### config.mk
export PLATFORM = sky130hd
export DESIGN_NAME = muxMemBridge
export DESIGN_NICKNAME = d
export VERILOG_FILES = /design/src/rtl/muxMemPkg.sv /design/src/rtl/muxMemCtrl.sv /design/src/rtl/muxMemDatapath.sv /design/src/rtl/muxMemBridge.sv
export SDC_FILE = /design/constraint.sdc
export NUM_CORES = 1
export LEC_CHECK = 0
export BUFFER_PORTS_ARGS = -buffer_cell sky130_fd_sc_hd__clkbuf_2
export CAP_MARGIN = 30
export CORE_ASPECT_RATIO = 1.4
export CORE_MARGIN = 2
export CORE_UTILIZATION = 45
export CTS_CLUSTER_SIZE = 16
export DETAILED_ROUTE_END_ITERATION = 7
export HOLD_SLACK_MARGIN = 0.02
export PLACE_DENSITY = 0.71
export SETUP_SLACK_MARGIN = 0.4
export SYNTH_ARGS = -nofsm -noshare
export SYNTH_HDL_FRONTEND = slang
export SYNTH_HIERARCHICAL = 1
export SYNTH_SLANG_ARGS = --single-unit
export TNS_END_PERCENT = 100
### constraint.sdc
create_clock -name clk -period 4 [get_ports clk]
set_input_delay 0.6 -clock clk [delete_from_list [all_inputs] [get_ports clk]]
set_output_delay 0.6 -clock clk [all_outputs]
set_load 0.02 [all_outputs]
### src/rtl/muxMemPkg.sv
package muxMemPkg;
  typedef enum logic [2:0] {
    ST_IDLE,
    ST_ADDR,
    ST_DATA,
    ST_GAP,
    ST_ERR
  } ctrlState_e;

  // Strobes from the control FSM into the datapath
  typedef struct packed {
    logic load;       // latch request fields
    logic addrPhase;  // address on the bus
    logic dataPhase;  // strobe clocks
    logic capture;    // sample read data
    logic upperByte;  // second byte cycle of an 8-bit window
    logic wide8;      // current window is 8-bit
    logic isWrite;
    logic errResp;    // response is an error
  } dpStrobe_t;
endpackage

### src/rtl/muxMemCtrl.sv
module muxMemCtrl
  import muxMemPkg::*;
#(
  parameter int ADDR_W      = 32,
  parameter int NUM_REGIONS = 4,
  parameter int STROBE_CLKS = 3,
  parameter int WIN_BITS    = 17
) (
  input  logic                   clk,
  input  logic                   rstN,
  input  logic                   portEnable,
  input  logic [NUM_REGIONS-1:0] regionIs8Bit,
  input  logic                   reqValid,
  input  logic                   reqWrite,
  input  logic [ADDR_W-1:0]      reqAddr,
  output logic                   reqReady,
  output logic                   respValid,
  output logic                   respError,
  output logic [NUM_REGIONS-1:0] memSelN,
  output logic                   latchEn,
  output logic                   readN,
  output logic                   writeN,
  output logic                   adOe,
  output dpStrobe_t              strobe
);
  localparam int REG_LSB = ADDR_W - 4;
  localparam int CNT_W   = (STROBE_CLKS > 1) ? $clog2(STROBE_CLKS) : 1;
  localparam logic [CNT_W-1:0] CNT_LAST = CNT_W'(STROBE_CLKS - 1);

  ctrlState_e state;
  logic [CNT_W-1:0]       cnt;
  logic [NUM_REGIONS-1:0] hitVec, selQ;
  logic                   wide8Q, isWriteQ, upperQ;
  logic                   accept, anyHit, lastByte;

  // Window decode: top nibble picks the window, middle bits must be zero
  for (genvar g = 0; g < NUM_REGIONS; g++) begin : gDecode
    assign hitVec[g] = (reqAddr[ADDR_W-1:REG_LSB] == 4'(g + 1)) &&
                       (reqAddr[REG_LSB-1:WIN_BITS] == '0);
  end

  assign anyHit   = |hitVec;
  assign accept   = reqValid && (state == ST_IDLE);
  assign lastByte = !wide8Q || upperQ;

  always_ff @(posedge clk) begin
    if (!rstN) begin
      state    <= ST_IDLE;
      cnt      <= '0;
      selQ     <= '0;
      wide8Q   <= 1'b0;
      isWriteQ <= 1'b0;
      upperQ   <= 1'b0;
    end else begin
      unique case (state)
        ST_IDLE: if (accept) begin
          if (portEnable && anyHit) begin
            state    <= ST_ADDR;
            selQ     <= hitVec;
            wide8Q   <= |(hitVec & regionIs8Bit);
            isWriteQ <= reqWrite;
            upperQ   <= 1'b0;
          end else begin
            state <= ST_ERR;
          end
        end
        ST_ADDR: begin
          state <= ST_DATA;
          cnt   <= '0;
        end
        ST_DATA: begin
          if (cnt == CNT_LAST) state <= ST_GAP;
          else                 cnt   <= cnt + 1'b1;
        end
        ST_GAP: begin
          if (lastByte) begin
            state <= ST_IDLE;
          end else begin
            upperQ <= 1'b1;
            state  <= ST_ADDR;
          end
        end
        ST_ERR:  state <= ST_IDLE;
        default: state <= ST_IDLE;
      endcase
    end
  end

  always_comb begin
    reqReady  = (state == ST_IDLE);
    latchEn   = (state == ST_ADDR);
    memSelN   = (state == ST_ADDR || state == ST_DATA) ? ~selQ : '1;
    readN     = !(state == ST_DATA && !isWriteQ);
    writeN    = !(state == ST_DATA && isWriteQ);
    adOe      = (state == ST_ADDR) || (state == ST_DATA && isWriteQ);
    respValid = (state == ST_ERR) || (state == ST_GAP && lastByte);
    respError = (state == ST_ERR);

    strobe.load      = accept;
    strobe.addrPhase = (state == ST_ADDR);
    strobe.dataPhase = (state == ST_DATA);
    strobe.capture   = (state == ST_DATA) && (cnt == CNT_LAST) && !isWriteQ;
    strobe.upperByte = upperQ;
    strobe.wide8     = wide8Q;
    strobe.isWrite   = isWriteQ;
    strobe.errResp   = (state == ST_ERR);
  end
endmodule

### src/rtl/muxMemDatapath.sv
module muxMemDatapath
  import muxMemPkg::*;
#(
  parameter int ADDR_W = 32,
  parameter int DATA_W = 16
) (
  input  logic              clk,
  input  logic              rstN,
  input  dpStrobe_t         strobe,
  input  logic [ADDR_W-1:0] reqAddr,
  input  logic [DATA_W-1:0] reqWdata,
  input  logic [1:0]        reqByteEn,
  input  logic [DATA_W-1:0] adIn,
  output logic [DATA_W-1:0] adOut,
  output logic              a16,
  output logic              byteHighN,
  output logic              byteLowN,
  output logic [DATA_W-1:0] respRdata
);
  localparam int WIN_BITS = DATA_W + 1;
  localparam int BYTE_W   = DATA_W / 2;

  logic [WIN_BITS-1:0] addrQ, byteAddr;
  logic [DATA_W-1:0]   wdataQ, rdataQ;
  logic [1:0]          beQ;
  logic [BYTE_W-1:0]   wByte;

  always_ff @(posedge clk) begin
    if (!rstN) begin
      addrQ  <= '0;
      wdataQ <= '0;
      beQ    <= '0;
      rdataQ <= '0;
    end else if (strobe.load) begin
      addrQ  <= reqAddr[WIN_BITS-1:0];
      wdataQ <= reqWdata;
      beQ    <= reqByteEn;
      rdataQ <= '0;
    end else if (strobe.capture) begin
      if (!strobe.wide8)        rdataQ                <= adIn;
      else if (strobe.upperByte) rdataQ[DATA_W-1:BYTE_W] <= adIn[BYTE_W-1:0];
      else                       rdataQ[BYTE_W-1:0]      <= adIn[BYTE_W-1:0];
    end
  end

  // Byte address of the current byte cycle in an 8-bit window
  assign byteAddr = {addrQ[WIN_BITS-1:1], strobe.upperByte};
  assign wByte    = strobe.upperByte ? wdataQ[DATA_W-1:BYTE_W] : wdataQ[BYTE_W-1:0];

  always_comb begin
    adOut = '0;
    if (strobe.addrPhase)
      adOut = strobe.wide8 ? byteAddr[DATA_W-1:0] : addrQ[WIN_BITS-1:1];
    else if (strobe.dataPhase)
      adOut = strobe.wide8 ? {{BYTE_W{1'b0}}, wByte} : wdataQ;
  end

  assign a16       = (strobe.addrPhase || strobe.dataPhase) && strobe.wide8 &&
                     byteAddr[WIN_BITS-1];
  assign byteLowN  = !(strobe.dataPhase &&
                       (strobe.wide8 || !strobe.isWrite || beQ[0]));
  assign byteHighN = !(strobe.dataPhase && !strobe.wide8 &&
                       (!strobe.isWrite || beQ[1]));
  assign respRdata = strobe.errResp ? '0 : rdataQ;
endmodule

### src/rtl/muxMemBridge.sv
module muxMemBridge
  import muxMemPkg::*;
#(
  parameter int ADDR_W      = 32,
  parameter int DATA_W      = 16,
  parameter int NUM_REGIONS = 4,
  parameter int STROBE_CLKS = 3
) (
  input  logic                   clk,
  input  logic                   rstN,
  input  logic                   portEnable,
  input  logic [NUM_REGIONS-1:0] regionIs8Bit,
  input  logic                   reqValid,
  output logic                   reqReady,
  input  logic                   reqWrite,
  input  logic [ADDR_W-1:0]      reqAddr,
  input  logic [DATA_W-1:0]      reqWdata,
  input  logic [1:0]             reqByteEn,
  output logic                   respValid,
  output logic                   respError,
  output logic [DATA_W-1:0]      respRdata,
  output logic [DATA_W-1:0]      adOut,
  output logic                   adOe,
  input  logic [DATA_W-1:0]      adIn,
  output logic                   a16,
  output logic [NUM_REGIONS-1:0] memSelN,
  output logic                   latchEn,
  output logic                   readN,
  output logic                   writeN,
  output logic                   byteHighN,
  output logic                   byteLowN
);
  dpStrobe_t strobe;

  muxMemCtrl #(
    .ADDR_W(ADDR_W), .NUM_REGIONS(NUM_REGIONS),
    .STROBE_CLKS(STROBE_CLKS), .WIN_BITS(DATA_W + 1)
  ) uCtrl (
    .clk(clk), .rstN(rstN), .portEnable(portEnable),
    .regionIs8Bit(regionIs8Bit), .reqValid(reqValid), .reqWrite(reqWrite),
    .reqAddr(reqAddr), .reqReady(reqReady), .respValid(respValid),
    .respError(respError), .memSelN(memSelN), .latchEn(latchEn),
    .readN(readN), .writeN(writeN), .adOe(adOe), .strobe(strobe)
  );

  muxMemDatapath #(.ADDR_W(ADDR_W), .DATA_W(DATA_W)) uData (
    .clk(clk), .rstN(rstN), .strobe(strobe), .reqAddr(reqAddr),
    .reqWdata(reqWdata), .reqByteEn(reqByteEn), .adIn(adIn),
    .adOut(adOut), .a16(a16), .byteHighN(byteHighN),
    .byteLowN(byteLowN), .respRdata(respRdata)
  );
endmodule

# [Word level (Yosys, flattened, before mapping)]
# Index checks and enable logic that the tools add are counted.
[totals] ff_bits=63 input_bits=75
[classes] n_mux=21 n_reduce_logical=42 n_bitwise=3 addsub=1 eq_ne=16
[ops] cell="2-to-1 mux 16 bit" n=6
[ops] cell="2-to-1 mux 8 bit" n=3
[ops] cell="logical AND 1 bit" n=16
[ops] cell="case mux 3 bit (4 select lines)" n=1
[ops] cell="zero test 11 bit" n=1
[ops] cell="!= test 2 bit (second input constant)" n=5
[ops] cell="2-to-1 mux 3 bit" n=3
[ops] cell="== test 4 x 2 -> 1 bit (second input constant)" n=2
[ops] cell="AND reduction 2 bit" n=4
[ops] cell="OR reduction 4 bit" n=2
[ops] cell="logical OR 1 bit" n=7
[ops] cell="== test 3 x 2 -> 1 bit (second input constant)" n=2
[ops] cell="zero test 1 bit" n=6
[ops] cell="AND 4 bit" n=1
[ops] cell="== test 4 x 1 -> 1 bit (second input constant)" n=1
[ops] cell="== test 4 x 3 -> 1 bit (second input constant)" n=1
[ops] cell="2-to-1 mux 1 bit" n=4
[ops] cell="2-to-1 mux 4 bit" n=1
[ops] cell="!= test 2 x 1 -> 1 bit (second input constant)" n=2
[ops] cell="NOT 4 bit" n=1
[ops] cell="case mux 2 bit (2 select lines)" n=1
[ops] cell="AND reduction 4 bit" n=1
[ops] cell="nonzero test 2 bit" n=2
[ops] cell="== test 3 x 1 -> 1 bit (second input constant)" n=1
[ops] cell="other kinds (9)" n=9

# [Logic depth before layout (Yosys ltp)]
# Gate-level depths: netlist of run 1.
[logic_depth] word_depth=7 ltp_mapped=10 ltp_nobuf=7

# [Cells and area by module]
# The synthesis of run 1 kept the hierarchy.
[modules_own_cells] mod="muxMemDatapath" cells_per_inst=275 area_each_um2=2587.5 instances=1
[modules_own_cells] mod="muxMemCtrl" cells_per_inst=101 area_each_um2=827.0 instances=1

# [Worst setup path after synthesis of run 1]
# No wires, ideal clock.
[synth_path] path_kind="reg-to-output" startpoint="register uCtrl.state[0]" endpoint="output port adOut[15]" t_required_ps=3400 n_path_buf=2 path_stages_with_launch=9 t_arrival_ps=1985 setup_slack_ps=1415 path_cell_list="dfxtp_1 nor2b_1 nand2b_1 inv_1 buf_4 clkbuf_1 and2_1 a31oi_1 o21ai_0"
[synth_between] word_cells_on_any_way=4
[synth_rtl] item="from (decl)" line_no="muxMemCtrl.sv:30" text="ctrlState_e state;"
[synth_rtl] item="from (signal assigned)" line_no="muxMemCtrl.sv:48" text="state <= ST_IDLE;"
[synth_rtl] item="from (signal assigned)" line_no="muxMemCtrl.sv:58" text="state <= ST_ADDR;"
[synth_rtl] item="from (signal assigned)" line_no="muxMemCtrl.sv:64" text="state <= ST_ERR;"
[synth_rtl] item="== test 3 x 1 -> 1 bit"
[synth_rtl] item="net latchEn" line_no="muxMemBridge.sv:27" text="output logic latchEn,"
[synth_rtl] item="2-to-1 mux 16 bit" line_no="muxMemDatapath.sv:52" text="if (strobe.addrPhase)"
[synth_rtl] item="to (decl)" line_no="muxMemBridge.sv:22" text="output logic [DATA_W-1:0] adOut,"
# The timed path passes the listed nets, and every way through them passes these cells.

# [Worst setup path after layout of run 1]
[layout_path] startpoint="register uCtrl.state[0]" endpoint="output port adOut[1]"
[layout_between] elab_chain_cells=3 word_cells_on_any_way=4
[layout_lines] item="== test 3 x 2 -> 1 bit" line_no="muxMemCtrl.sv:101" text="strobe.dataPhase = (state == ST_DATA);"
[layout_lines] item="2-to-1 mux 16 bit" line_no="muxMemDatapath.sv:54" text="else if (strobe.dataPhase)"
[layout_lines] item="2-to-1 mux 16 bit (*)" line_no="muxMemDatapath.sv:52"
# Every way passes the cells marked *; elsewhere a longest branch is shown, timed or not.

==> results of run 1 <==
-- through the flow --
| step | setup WS (ps) | hold WS, ps | instances | power, mW |
|---|---|---|---|---|
| floorplan | 1410 | 429 | 376 | 0.755 |
| global placement | 990 | 438 | 567 | 0.809 |
| detailed placement | 976 | 444 | 568 | 0.814 |
| CTS | 596 | 453 | 583 | 1.38 |
| global route | 483 | 473 | 583 | 1.43 |
| finish | 754 | 449 | 583 | 1.37 |
-- kinds of logic after synthesis --
family                   Yosys count  synth area share
AND/OR/NAND/NOR                  148             0.252
multiplexers                      59             0.173
XOR/XNOR                           1           0.00257
flip-flops                        62             0.364
adder cells (fa/ha/maj)            1           0.00366
buffers and inverters             36            0.0638
AO/OA/AOI/OAI                     69             0.141
-- how the worst max path moves through the flow --
| stage | to | from | slack (ps) | cells past startpoint |
|---|---|---|---|---|
| floorplan | adOut[15] | uCtrl/state[0] | 1410 | 8 |
| global placement | adOut[2] | uCtrl/state[0] | 990 | 7 |
| detailed placement | adOut[5] | uCtrl/state[0] | 980 | 7 |
| CTS | adOut[5] | uCtrl/state[0] | 600 | 7 |
| global route | adOut[1] | uCtrl/state[0] | 480 | 7 |
| finish | adOut[1] | uCtrl/state[0] | 750 | 7 |
-- state kept, by name (all words and copies together) (netlist names) --
register	count
uCtrl/cnt	2
uCtrl/isWriteQ	1
uCtrl/selQ	4
uCtrl/state	3
uCtrl/upperQ	1
uCtrl/wide8Q	1
uData/addrQ	16
uData/beQ	2
uData/rdataQ	16
uData/wdataQ	16
-- cell type report --
type / instances / share of cell area
multi-input combinational: 278 / 0.468
clock inverter: 3 / 0.0101
timing repair buffer: 124 / 0.151
sequential: 62 / 0.295
clock buffer: 12 / 0.0393
tap: 97 / 0.0289
inverter: 7 / 0.00744
-- power by group --
part           switching, mW  internal [mW]  leakage (nW)
Combinational         0.0695         0.0723          1.19
Clock                  0.236          0.334         0.104
Sequential            0.0180          0.640         0.506
-- per-layer routing --
metal	routed length, microns	global-route usage
met1	3580	0.234
met2	3980	0.324
met3	470	0.0379
met4	93	0.106
met5	0	0
-- critical path: stages (launching register included) --
cell and delay, ps:
dfxtp_1 510, nor2b_1 260, nand2b_1 140, inv_1 330, clkinvlp_4 410, nand2_1 350, o22ai_1 150, clkbuf_2 170
-- cells in the final DEF (no fill, tap or decap), types with 2 or more instances in the layout --
cell        count
nand2b_1        7
nand2_2         2
or3_1           2
a21oi_1        18
nand3b_1        3
nor4_4          2
nor3_1          3
nand3_1         3
o21ai_0        11
clkinv_2        2
nand2_1        45
o21ai_1         2
nor2b_1        51
inv_1           5
dfxtp_1        62
mux2i_1        58
a31oi_1         9
nor2_1          8
buf_4           4
and2_1          9
o22ai_1         8
clkbuf_8       12
nor3b_2         3
a211oi_2        8
or4_1           2
o211a_1         2
o21bai_1        2
clkbuf_2      119
clkinvlp_4      2
==> reports/qor.yml, run 1 <==
outcome:
  status: "finished clean"
global_routing:
  grt_max_degree: 49
  grt_overflow_total: 0
  gr-usage-all-layers: 0.195
  grt_pass1_vias: 2848
  grt_pass1_wl_microns: 12900
  antenna_found_initial: 0
synthesis:
  synth.area.top_cells: "dfxtp_1, mux2i_1, nor2b_1, nand2_1, a211oi_2"
  yosys.area.top_type: "dfxtp_1"
  yosysWarnings: 6
  syn-instance-count: 376
  synth_area_sq_um: 3410
  synth_common_cells: "dfxtp_1, mux2i_1, nor2b_1, nand2_1, a21oi_1"
  synth_most_common_cell: "dfxtp_1"
  synth_edf_count: 0
  ys_types: 54
  ys_seq_elements: 62
  syn_nets: 452
  synth_seq_area_share: 0.364
  async_flop_share: 0
  ys.flop_type: "dfxtp_1"
  syn_area_per_cell_sq_um: 9.08
  synth_top_area_share: 0.364
pwr:
  power.leakage_nw: 1.80
  vdd_drop_max_mv: 0.169
  p_per_area_nw_per_um2: 326
critical_path:
  end_kind: "primary output"
  worst-r2r-setup-slack_ps: 1330
  r2r_end: "uData/rdataQ[7]"
  start_kind: "flip-flop"
  r2r-start: "uCtrl/state[1]"
  critPathArrivalTime_ps: 2650
  worstPathRequired_ps: 3400
  path_class: "reg2out"
  reg2reg_depth: 6
  crit_path_max_fanout: 18
sta:
  tns_ps: 0
  fmaxAchievable_mhz: 308
  slew_viol_final: 0
  finalSetupViolCount: 0
  hold_viol_final: 0
  max-slew-margin-rel: 0.467
  fin_crit_ps: 3250
  worst-slew-pin-transition_ps: 800
  skew_ps: 8.82
  min_period_over_period: 0.811
  rsz0062_at_grt: "no"
worst_hold_path:
  worstHoldPathCells: 2
  hold_end: "uData/rdataQ[5]"
  hold_start: "uData/rdataQ[5]"
  min-delay-path-class: "reg2reg"
layout:
  stdcell_area_sq_um: 4200
  multi_input_area_sq_um: 1970
  fillers: 688
  final_util: 0.571
  diodes: 0
  drive_gt1_frac: 0.340
  nNetsFinal: 558
  seqCellArea_sq_um: 1240
  syn2layout_area_growth_pct: 23.1
die:
  initial_core_util: 0.464
  pin_count: 121
  placementRows: 37
  fp.dieW_microns: 77.6
  dieArea_sq_um: 8310
  fp.dieH_microns: 107
  core_area_sq_um: 7360
route:
  viasPerCell: 5.19
  routed_wl_microns: 8120
  ant_nets: 0
  dr_total_vias: 3023
  drc: 0
  drt_pass1_iterations: 5
  wl_per_cell_microns: 13.9
  first_iter_violations: 77
cts:
  cts.reportedPaths.clkPinSlew_ps: 70
  clk_path_buf_depth: 2
  worst_skew_pair.late_latency_ps: 330
  cts_made_buffers: 9
  cts_max_level: 3
  cts.sinks: 62
  post_cts_buffers: 0
  clockRootBuffer: "clkbuf_8"
  cts_tree: "yes"
  ctsResizeCount: 0
  cts_hold_buf: 0
job:
  max_cap_viol_count: 0
placement:
  port_buffers: 119
  dpl_cell_area_sq_um: 3990
  place_congestion: 0.776
  hpwlAfterDp_microns: 6020
No activity file was read; power rests on OpenSTA's default activity.
==> run 2, diff against run 1 <==
==> constraint.sdc (replaced) <==
create_clock -name clk -period 3.4 [get_ports clk]
set_input_delay 0.51 -clock clk [delete_from_list [all_inputs] [get_ports clk]]
set_output_delay 0.51 -clock clk [all_outputs]
set_load 0.02 [all_outputs]
==> run 2 against run 1 <==
Compared with the run above: worst hold slack got worse by 37 ps; critical path depth unchanged; global-route usage decreased by 0.24 points; flip-flop and latch count unchanged; sequential share of layout area decreased by 0.16 points; utilization increased by 0.37 points; final cell count increased by 0.34%; combinational power increased by 18%; worst setup slack got worse by 140 ps; clock skew increased by 1.7 ps; largest power group unchanged.
==> reports/qor.yml, run 2 (synthesis results as in run 1) <==
sta:
  tns_ps: 0
  min_period_over_period: 0.820
  whs_ps: 412
  skew_ps: 10.5
  hold_viol_final: 0
  rsz0062_at_grt: "no"
  finalSetupViolCount: 0
  slew_viol_final: 0
  setup_ws_ps: 612
  worst-slew-pin-transition_ps: 764
  fmaxAchievable_mhz: 359
  max-slew-margin-rel: 0.491
  fin_crit_ps: 2790
critical_path:
  critPathArrivalTime_ps: 2280
  path_class: "reg2out"
  worst-r2r-setup-slack_ps: 1040
  crit_path_max_fanout: 18
  worstPathRequired_ps: 2890
  start_kind: "flip-flop"
  end_kind: "primary output"
die:
  core_area_sq_um: 7360
  fp.dieH_microns: 107
  placementRows: 37
  pin_count: 121
  dieArea_sq_um: 8310
  fp.dieW_microns: 77.6
  initial_core_util: 0.464
pwr:
  p_per_area_nw_per_um2: 399
  p_total_mw: 1.69
  internal_power_mw: 1.31
  p_seq_frac: 0.458
  clkPwrFrac: 0.443
  p_comb_frac: 0.099
  power.leakage_nw: 1.81
  p_sw_frac: 0.224
  p_switching_mw: 0.379
  vdd_drop_max_mv: 0.240
layout:
  syn2layout_area_growth_pct: 23.9
  layout.cells.most_common_list: "clkbuf_2, dfxtp_1, mux2i_1, nor2b_1, nand2_1"
  diodes: 0
  nNetsFinal: 559
  drive_gt1_frac: 0.342
  reg_top3: "uData/addrQ x16, uData/rdataQ x16, uData/wdataQ x16"
  fillers: 666
  final_common_cell: "clkbuf_2"
  stdcell_area_sq_um: 4230
global_routing:
  grt_max_degree: 32
  grt_pass1_vias: 2738
  gr-usage-all-layers: 0.192
  grt_overflow_total: 0
  grt_pass1_wl_microns: 12900
  antenna_found_initial: 0
route:
  drt_pass1_iterations: 5
  dr_total_vias: 3044
  drc: 0
  first_iter_violations: 101
  viasPerCell: 5.20
  routed_wl_microns: 8130
  ant_nets: 0
  wl_per_cell_microns: 13.9
cts:
  worst_skew_pair.late_latency_ps: 330
  clockRootBuffer: "clkbuf_8"
  post_cts_buffers: 0
  clk_path_buf_depth: 2
  cts.reportedPaths.clkPinSlew_ps: 70
  cts.sinks: 62
  cts_made_buffers: 9
  cts_max_level: 3
  cts_tree: "yes"
placement:
  dpl_cell_area_sq_um: 4000
  dp_slack_ps: 764
  port_buffers: 119
  hpwlAfterDp_microns: 6010
  place_congestion: 0.806
outcome:
  status: "finished clean"
worst_hold_path:
  min-delay-path-class: "in2reg"
job:
  max_cap_viol_count: 0
## run 2: final cells by class
| cell class | count | area [sq um] | area share |
|---|---|---|---|
| tap | 97 | 121 | 0.0287 |
| clock buffer | 13 | 169 | 0.0399 |
| inverter | 7 | 27.5 | 0.00651 |
| sequential | 62 | 1240 | 0.294 |
| timing repair buffer | 125 | 641 | 0.151 |
| clock inverter | 3 | 65.1 | 0.0154 |
| multi-input combinational | 278 | 1970 | 0.465 |
## run 2: through the flow
stage / instances / util
after floorplan: 376 / -
after global placement: 569 / 0.543
after detailed placement: 569 / 0.543
after CTS: 585 / 0.575
after global routing: 585 / 0.575
final: 585 / 0.575
## run 2: final timing paths
check / start / depth (start not counted) / to
worst max-delay path: uCtrl/state[1] / 7 / adOut[1]
worst min-delay path: adIn[5] / 3 / uData/rdataQ[5]
worst max register to register: uCtrl/state[1] / 7 / uData/rdataQ[7]
worst min register to register: uData/rdataQ[5] / 2 / uData/rdataQ[5]
## run 2: metal layers
metal | GRT usage | share of wire
met4 | 0.0931 | 0.025
met1 | 0.248 | 0.46
met3 | 0.0311 | 0.051
met5 | 0 | 0
met2 | 0.310 | 0.47
## run 2: timing repair
action,CTS,global route
hold buffers,0,0
resized for setup,1,1
endpoints found under the setup margin,3,10
pin swaps,0,0
## run 2: power groups by stage
stage / Sequential, mW / Clock, mW / Combinational (mW)
6_report: 0.774 / 0.748 / 0.167
5_1_grt: 0.777 / 0.791 / 0.184
4_1_cts: 0.774 / 0.759 / 0.169
3_5_place_dp: 0.790 / 0 / 0.168
3_3_place_gp: 0.789 / 0 / 0.165
2_1_floorplan: 0.783 / 0 / 0.105
## run 2: critical path, cell delays in order, from the launching register on
cell      delay, ps
dfxtp_1         560
nand2b_1        270
inv_2           150
clkinv_1         70
buf_4           210
nand2_1         230
o22ai_1         250
clkbuf_2        200
